$ cat config.mk
export PLATFORM = sky130hd
export DESIGN_NAME = alu8
export DESIGN_NICKNAME = d
export VERILOG_FILES = /design/src/rtl/alu8_pkg.sv /design/src/rtl/alu8_arith.sv /design/src/rtl/alu8_logic.sv /design/src/rtl/alu8_shift.sv /design/src/rtl/alu8.sv
export SDC_FILE = /design/constraint.sdc
export NUM_CORES = 1
export LEC_CHECK = 0
export BUFFER_PORTS_ARGS = -buffer_cell sky130_fd_sc_hd__clkbuf_2
export CORE_MARGIN = 8
export CORE_UTILIZATION = 44
export DETAILED_ROUTE_END_ITERATION = 10
export GPL_TIMING_DRIVEN = 0
export PLACE_DENSITY = 0.63
export SLEW_MARGIN = 5
export SYNTH_ARGS = -nofsm -noshare
export SYNTH_HDL_FRONTEND = slang
export SYNTH_SLANG_ARGS = --single-unit
$ cat constraint.sdc
create_clock -name vclk -period 12.4
set_clock_uncertainty 0.2 [all_clocks]
set_input_delay 0.62 -clock vclk [all_inputs]
set_output_delay 0.62 -clock vclk [all_outputs]
set_load 0.03 [all_outputs]
$ cat src/rtl/alu8_pkg.sv
package alu8_pkg;
  localparam int DATA_W = 8;
  localparam int NIB_W  = DATA_W / 2;
  localparam int FLAG_W = 6;
  localparam int OP_W   = 5;

  localparam int FC = 0;
  localparam int FZ = 1;
  localparam int FN = 2;
  localparam int FV = 3;
  localparam int FS = 4;
  localparam int FH = 5;

  typedef enum logic [OP_W-1:0] {
    OP_ADD = 5'd0,  OP_ADC = 5'd1,  OP_SUB = 5'd2,  OP_SBC = 5'd3,
    OP_AND = 5'd4,  OP_OR  = 5'd5,  OP_XOR = 5'd6,  OP_COM = 5'd7,
    OP_NEG = 5'd8,  OP_INC = 5'd9,  OP_DEC = 5'd10, OP_LSL = 5'd11,
    OP_LSR = 5'd12, OP_ROL = 5'd13, OP_ROR = 5'd14, OP_ASR = 5'd15,
    OP_SWP = 5'd16
  } alu_op_e;

  typedef struct packed {
    logic [DATA_W-1:0] res;
    logic              c;
    logic              h;
    logic              v;
  } core_t;

  // Addition: carries come from the operand and result bits.
  function automatic core_t add_core(logic [DATA_W-1:0] x, logic [DATA_W-1:0] y, logic ci);
    core_t o;
    logic [DATA_W:0] s;
    s     = {1'b0, x} + {1'b0, y} + {{DATA_W{1'b0}}, ci};
    o.res = s[DATA_W-1:0];
    o.c   = s[DATA_W];
    o.h   = (x[NIB_W-1] & y[NIB_W-1]) | (y[NIB_W-1] & ~o.res[NIB_W-1]) |
            (~o.res[NIB_W-1] & x[NIB_W-1]);
    o.v   = (x[DATA_W-1] & y[DATA_W-1] & ~o.res[DATA_W-1]) |
            (~x[DATA_W-1] & ~y[DATA_W-1] & o.res[DATA_W-1]);
    return o;
  endfunction

  // Subtraction: borrows come from the operand and result bits.
  function automatic core_t sub_core(logic [DATA_W-1:0] x, logic [DATA_W-1:0] y, logic bi);
    core_t o;
    logic [DATA_W:0] d;
    d     = {1'b0, x} - {1'b0, y} - {{DATA_W{1'b0}}, bi};
    o.res = d[DATA_W-1:0];
    o.c   = d[DATA_W];
    o.h   = (~x[NIB_W-1] & y[NIB_W-1]) | (y[NIB_W-1] & o.res[NIB_W-1]) |
            (o.res[NIB_W-1] & ~x[NIB_W-1]);
    o.v   = (x[DATA_W-1] & ~y[DATA_W-1] & ~o.res[DATA_W-1]) |
            (~x[DATA_W-1] & y[DATA_W-1] & o.res[DATA_W-1]);
    return o;
  endfunction

  // Which flags each operation is allowed to write.
  function automatic logic [FLAG_W-1:0] mask_of(alu_op_e o);
    logic [FLAG_W-1:0] m;
    m = '0;
    case (o)
      OP_ADD, OP_ADC, OP_SUB, OP_SBC, OP_NEG:
        m = '1;
      OP_AND, OP_OR, OP_XOR, OP_INC, OP_DEC: begin
        m[FZ] = 1'b1; m[FN] = 1'b1; m[FV] = 1'b1; m[FS] = 1'b1;
      end
      OP_COM, OP_LSL, OP_LSR, OP_ROL, OP_ROR, OP_ASR: begin
        m[FC] = 1'b1; m[FZ] = 1'b1; m[FN] = 1'b1; m[FV] = 1'b1; m[FS] = 1'b1;
      end
      default: m = '0;
    endcase
    return m;
  endfunction
endpackage

$ cat src/rtl/alu8_arith.sv
module alu8_arith
  import alu8_pkg::*;
(
  input  alu_op_e           op,
  input  logic [DATA_W-1:0] a,
  input  logic [DATA_W-1:0] b,
  input  logic              cin,
  output core_t             out
);
  localparam logic [DATA_W-1:0] ONE = DATA_W'(1);

  always_comb begin
    case (op)
      OP_ADC:  out = add_core(a, b, cin);
      OP_SUB:  out = sub_core(a, b, 1'b0);
      OP_SBC:  out = sub_core(a, b, cin);
      OP_NEG:  out = sub_core('0, a, 1'b0);
      OP_INC:  out = add_core(a, ONE, 1'b0);
      OP_DEC:  out = sub_core(a, ONE, 1'b0);
      default: out = add_core(a, b, 1'b0);
    endcase
  end
endmodule

$ cat src/rtl/alu8_logic.sv
module alu8_logic
  import alu8_pkg::*;
(
  input  alu_op_e           op,
  input  logic [DATA_W-1:0] a,
  input  logic [DATA_W-1:0] b,
  output logic [DATA_W-1:0] res,
  output logic              c
);
  always_comb begin
    c = 1'b0;
    case (op)
      OP_AND:  res = a & b;
      OP_OR:   res = a | b;
      OP_XOR:  res = a ^ b;
      default: begin
        res = ~a;
        c   = 1'b1;
      end
    endcase
  end
endmodule

$ cat src/rtl/alu8_shift.sv
module alu8_shift
  import alu8_pkg::*;
(
  input  alu_op_e           op,
  input  logic [DATA_W-1:0] a,
  input  logic              cin,
  output logic [DATA_W-1:0] res,
  output logic              c
);
  logic [DATA_W-1:0] swapped;

  // Exchange the two halves, one bit per generate iteration.
  for (genvar i = 0; i < NIB_W; i++) begin : g_swap
    assign swapped[i]         = a[i + NIB_W];
    assign swapped[i + NIB_W] = a[i];
  end

  always_comb begin
    c = a[0];
    case (op)
      OP_LSL: begin res = {a[DATA_W-2:0], 1'b0}; c = a[DATA_W-1]; end
      OP_ROL: begin res = {a[DATA_W-2:0], cin};  c = a[DATA_W-1]; end
      OP_LSR:  res = {1'b0, a[DATA_W-1:1]};
      OP_ROR:  res = {cin, a[DATA_W-1:1]};
      OP_ASR:  res = {a[DATA_W-1], a[DATA_W-1:1]};
      default: begin res = swapped; c = 1'b0; end
    endcase
  end
endmodule

$ cat src/rtl/alu8.sv
module alu8
  import alu8_pkg::*;
(
  input  logic [4:0] op,
  input  logic [7:0] a_in,
  input  logic [7:0] b_in,
  input  logic       c_in,
  input  logic       z_in,
  output logic [7:0] result,
  output logic [5:0] flags,
  output logic [5:0] flag_mask
);
  alu_op_e           op_e;
  core_t             ar_out;
  logic [DATA_W-1:0] lg_res, sh_res;
  logic              lg_c, sh_c;

  // Named internal events, visible to the checker.
  logic              zero_raw;
  logic              f_c, f_h, f_v, f_n, f_z, f_s;
  logic [FLAG_W-1:0] raw_flags;

  assign op_e = alu_op_e'(op);

  alu8_arith u_arith (.op(op_e), .a(a_in), .b(b_in), .cin(c_in), .out(ar_out));
  alu8_logic u_logic (.op(op_e), .a(a_in), .b(b_in), .res(lg_res), .c(lg_c));
  alu8_shift u_shift (.op(op_e), .a(a_in), .cin(c_in), .res(sh_res), .c(sh_c));

  always_comb begin
    f_h = 1'b0;
    case (op_e)
      OP_ADD, OP_ADC, OP_SUB, OP_SBC, OP_NEG, OP_INC, OP_DEC: begin
        result = ar_out.res;
        f_c    = ar_out.c;
        f_h    = ar_out.h;
        f_v    = ar_out.v;
      end
      OP_AND, OP_OR, OP_XOR, OP_COM: begin
        result = lg_res;
        f_c    = lg_c;
        f_v    = 1'b0;
      end
      OP_LSL, OP_LSR, OP_ROL, OP_ROR, OP_ASR, OP_SWP: begin
        result = sh_res;
        f_c    = sh_c;
        f_v    = sh_res[DATA_W-1] ^ sh_c;
      end
      default: begin
        result = a_in;
        f_c    = 1'b0;
        f_v    = 1'b0;
      end
    endcase
  end

  assign zero_raw  = (result == '0);
  assign f_n       = result[DATA_W-1];
  assign f_z       = (op_e == OP_SBC) ? (zero_raw & z_in) : zero_raw;
  assign f_s       = f_n ^ f_v;
  assign raw_flags = {f_h, f_s, f_v, f_n, f_z, f_c};
  assign flag_mask = mask_of(op_e);
  assign flags     = raw_flags & flag_mask;
endmodule

# Yosys cells after proc, flatten, opt, wreduce, memory -nomap -nowiden
# Index checks and enable logic that the tools add are counted.
[word_totals]
regBits = 0
out_inout_bits = 20
[op_classes]
add_sub_neg = 7
n_eq_ne = 16
n_mux = 13
bitwise = 61
reduce_logical = 11
[op_table]
columns = ["cell", "n"]
rows = [
  ["$pmux 11 s6", 1],
  ["$pmux 8 s3", 2],
  ["$eq 5x4->1 const B", 8],
  ["$pmux 8 s5", 1],
  ["$and 1x1->1", 29],
  ["$eq 5x3->1 const B", 4],
  ["$reduce_or 16->1", 1],
  ["$or 1x1->1", 14],
  ["$not 1->1", 11],
  ["$reduce_or 11->1", 1],
  ["$eq 5x2->1 const B", 2],
  ["$add 8x1->9 const B", 1],
  ["$add 8x8->9", 1],
  ["$add 9x1->9", 1],
  ["$sub 1x8->9 const A", 1],
  ["$sub 8x1->9 const B", 1],
  ["$sub 8x8->9", 1],
  ["$sub 9x1->9", 1],
  ["$and 8x8->8", 1],
  ["$logic_not 8->1", 1],
  ["$not 8->8", 1],
  ["$or 8x8->8", 1],
  ["$xor 8x8->8", 1],
  ["$reduce_or 7->1", 1],
  ["other kinds (14)", 21],
]

# Logic depth before layout (Yosys ltp)
[depth]
depth_word = 12
mapped_depth = 14
ltp_nobuf = 13

# Hierarchy
# From an unflattened synthesis, not the netlist that was laid out.
[unflattened]
hier_cells = 514
area_unflattened_um2 = 3634.7
[by_module_without_submodules]
columns = ["module", "n_inst", "cells_each", "area_each_um2", "seq_area_each_um2"]
rows = [
  ["alu8_arith", 1, 313, 2203.4, 0.0],
  ["alu8_logic", 1, 100, 699.4, 0.0],
  ["alu8", 1, 68, 466.7, 0.0],
  ["alu8_shift", 1, 33, 265.3, 0.0],
]

# Worst setup path before layout
# Ideal clock, no wire load.
[synth_path]
path_kind = "input to output"
start = "input a_in[1]"
end = "output flags[1]"
arrival_ns = 4.605
setup_slack_ns = 6.975
stages = 12
path_cell_list = "clkbuf_1 > inv_1 > ha_1 > nor3_1 > or3_1 > fa_1 > or3_4 > or4_4 > nor3_2 > nor3_1 > o31a_1 > nor4_2"
[synth_between]
elab_chain_cells = 8
[synth_rtl]
columns = ["item", "line", "rtl"]
rows = [
  ["start, declared", "alu8.sv:5", "input logic [7:0] a_in,"],
  ["$sub 8x8->9 or $add 8x8->9 (tied branches)", "alu8_pkg.sv:47, alu8_pkg.sv:33", ""],
  ["$sub 9x1->9 or $add 9x1->9 (tied branches)", "alu8_pkg.sv:47, alu8_pkg.sv:33", ""],
  ["$pmux 11 s6 (*)", "alu8_arith.sv:13", "case (op)"],
  ["$pmux 8 s3 (*)", "alu8.sv:31", "case (op_e)"],
  ["via result[7]", "alu8.sv:9", "output logic [7:0] result,"],
  ["$logic_not 8->1 (*)", "alu8.sv:56", "assign zero_raw = (result == '0);"],
  ["$and 1x1->1", "alu8.sv:58", "assign f_z = (op_e == OP_SBC) ? (zero_raw & z_in) : zero_raw;"],
  ["$mux 1 (*)", "alu8.sv:58", ""],
  ["$and 6x6->6 (*)", "alu8.sv:62", "assign flags = raw_flags & flag_mask;"],
  ["end, declared", "alu8.sv:10", "output logic [5:0] flags,"],
]
# Mark *: on every way through the listed nets, which the timed path passes. The rest lies on a longest branch.

# Final worst setup path
[layout_path]
start = "input a_in[1]"
end = "output flags[4]"
[layout_between]
elab_chain_cells = 9
[layout_rtl]
columns = ["item", "line", "rtl"]
rows = [
  ["$sub 8x8->9 or $add 8x8->9 (tied branches)", "alu8_pkg.sv:47, alu8_pkg.sv:33", ""],
  ["$sub 9x1->9 or $add 9x1->9 (tied branches)", "alu8_pkg.sv:47, alu8_pkg.sv:33", ""],
  ["$not 1->1 (on tied branches)", "alu8_pkg.sv:52, alu8_pkg.sv:38", ""],
  ["$and 1x1->1 (on tied branches)", "alu8_pkg.sv:52, alu8_pkg.sv:38", ""],
  ["$or 1x1->1 (on tied branches)", "alu8_pkg.sv:52, alu8_pkg.sv:38", ""],
  ["$pmux 11 s6 (*)", "alu8_arith.sv:13", ""],
  ["$pmux 1 s2", "alu8.sv:31", ""],
  ["$xor 1x1->1 (*)", "alu8.sv:59", "assign f_s = f_n ^ f_v;"],
  ["$and 6x6->6 (*)", "alu8.sv:62", ""],
]
# Every way passes the cells marked *; elsewhere a longest branch is shown, timed or not.

==> qor.csv <==
stage;metric;value;unit
setup_path;crit_required;11.58;ns
job;max-cap-violations;0;
place;placed_cells;568;
logic_synthesis;syn_nets;509;
final_layout;nets;553;
timing;worst_hold_slack;1.58;ns
final_layout;diodes;0;
run_status;status;finished clean;
logic_synthesis;synth.cell_area;3060;um2
floorplan;io_pins;43;
setup_path;cp_slowest_stage_delay;0.72;ns
place;globalplace.congestion;1.01;
final_layout;drive_above_1_share;14.5;%
grt;grt_overflow;0;
power_and_ir_drop;powerDensity;47.8;nW/um2
route;drt-wirelength-per-cell;22.1;um
route;vias;3775;
final_layout;seq_area;0;um2
route;drtIter0Drc;455;
logic_synthesis;synth.distinct_cells;70;
setup_path;critPathArrivalTime;5.52;ns
final_layout;area_growth;10.2;%
grt;grt_max_degree;11;
setup_path;critPathMaxFanout;9;
final_layout;num-clock-buffers;0;
timing;worst_slew_pin_slew;1.13;ns
route;ant_nets;0;
timing;max_freq;158;MHz
timing;maxSlewViolCount;0;
setup_path;crit_type;primary input to output port;
grt;antenna_found_initial;0;
timing;tns;0;ns
logic_synthesis;synth_top_area_share;14.7;%
floorplan;dieArea;9870;um2
floorplan;die_h;99.3;um
setup_path;critPathLaunchType;primary input;
setup_path;slowest_stage;nor4_1;
logic_synthesis;synth_area_per_cell;6.85;um2
logic_synthesis;syn_inst;446;
timing;setup_ws;6.06;ns
logic_synthesis;ys_top_cells_by_area;ha_1 (15%), o21ai_0 (5.1%), xnor2_1 (4.6%);
timing;finalSetupViolCount;0;
route;first_pass_iters;5;
power_and_ir_drop;worst_ir_drop_vdd;0.0210;mV
timing;final-hold-violation-count;0;
clocking;hold_buffers;0;
floorplan;core-area;6760;um2
setup_path;critPathCaptureType;output port;
route;routed_wl;12.5;mm
setup_path;path_cells;clkbuf_2, clkbuf_1, inv_1, ha_1, nor3_1, or3_1, fa_1, or3_4, nor4_1, a311oi_1, a211o_1, o31ai_1, mux2i_1, clkbuf_2;
grt;grt_pass1_wl;19.6;mm
floorplan;start_util;45.2;%
place;dp_worst_setup_slack;6.13;ns
final_layout;instances_no_fill;568;
clocking;cts_resized;0;
setup_path;cpMostUsedCell;clkbuf_2;
setup_path;worst-path-buf-inv;4;
place;numPortBuffers;42;
route;drcViolationCount;0;
timing;rsz0062_at_grt;no;
floorplan;die_w;99.3;um
clocking;cts_setup_buffers;0;
timing;period_minus_slack;6.34;ns
floorplan;num_rows;30;
min_path;hold_class;primary input to output port;
final_layout;seq_cells;0;
route;via_per_inst;6.65;
power_and_ir_drop;p_leak;1.45;nW
place;hpwl;10.2;mm
grt;grt_pass1_vias;3499;
setup_path;crit_family;simple AND/OR/NAND/NOR gates;
logic_synthesis;yosys.area.top_type;ha_1;
logic_synthesis;synth_seq_area_share;0;%
timing;finalCritPeriodShare;51.1;%
logic_synthesis;ys.warnings.count;0;
timing;max_slew_margin;24.4;%
grt;grt_use_total;24.7;%
## worst paths after layout
check,slack (ns),cells after the start,start,end
worst max-delay path,6.06,14,a_in[1],flags[4]
worst min-delay path,1.58,4,b_in[3],flags[5]
## cells by family (layout without fill, tap and decap cells)
kind of cell    Yosys count  in the layout  share of synthesized area, %
mux                       8              8                          2.70
compound gates          147            147                          33.9
simple gates            167            167                          29.7
xor+xnor                 26             26                          8.15
buf+inv                  58            100                          8.11
fa+ha+maj                40             40                          17.4
## synth_stat cells (8+ instances only)
| master | count |
|---|---|
| a21oi_1 | 23 |
| and3_1 | 9 |
| buf_2 | 9 |
| clkbuf_1 | 14 |
| ha_1 | 36 |
| inv_1 | 29 |
| nand2_1 | 36 |
| nand3_1 | 12 |
| nor2_1 | 26 |
| nor2b_1 | 8 |
| nor3_1 | 22 |
| nor4_1 | 8 |
| o21ai_0 | 31 |
| xnor2_1 | 16 |
| xor2_1 | 8 |
## layout make-up
cell class         instances  area, um2
multi-input cells        388       2810
well taps                 80        100
inverters                 29        109
plain buffers             29        139
repair buffers            42        210
fillers                  724       3390
## stage by stage
stage	power (mW)	utilization, %	area, um2
final	0.161	49.8	3370
after global placement	0.156	49.8	3370
after floorplan	0.112	-	3060
after global routing	0.174	49.8	3370
after CTS	0.157	49.8	3370
after detailed placement	0.156	49.8	3370
## where the power goes
group	total (mW)	internal, mW	switching [mW]
combinational	0.161	0.0564	0.105
sequential	0	0	0
clock	0	0	0
## layer usage
layer	global-route usage (%)	vias to the layer above	wire length, um
met5	0	-	0
met4	8.27	0	419
met3	3.84	26	1320
met2	38.1	228	5400
met1	33.9	1747	5390
li1	-	1774	-
## cell usage in the layout, fill, tap and decap left out, drive strengths merged, types with 6 or more instances in the layout
cell type  Yosys  final
xor2           9      9
nor4          10     10
a21oi         24     24
nor3          24     24
a31oi          7      7
nand3         13     13
nand4          7      7
xnor2         16     16
and3           9      9
inv           29     29
clkbuf        14     56
nor2b          8      8
o211ai         6      6
a22o           6      6
mux2i          6      6
nand2b         7      7
nand2         36     36
and2           6      6
a21o           6      6
ha            36     36
nor2          26     26
o21ai         31     31
buf           15     15
(Power assumes the default switching activity.)
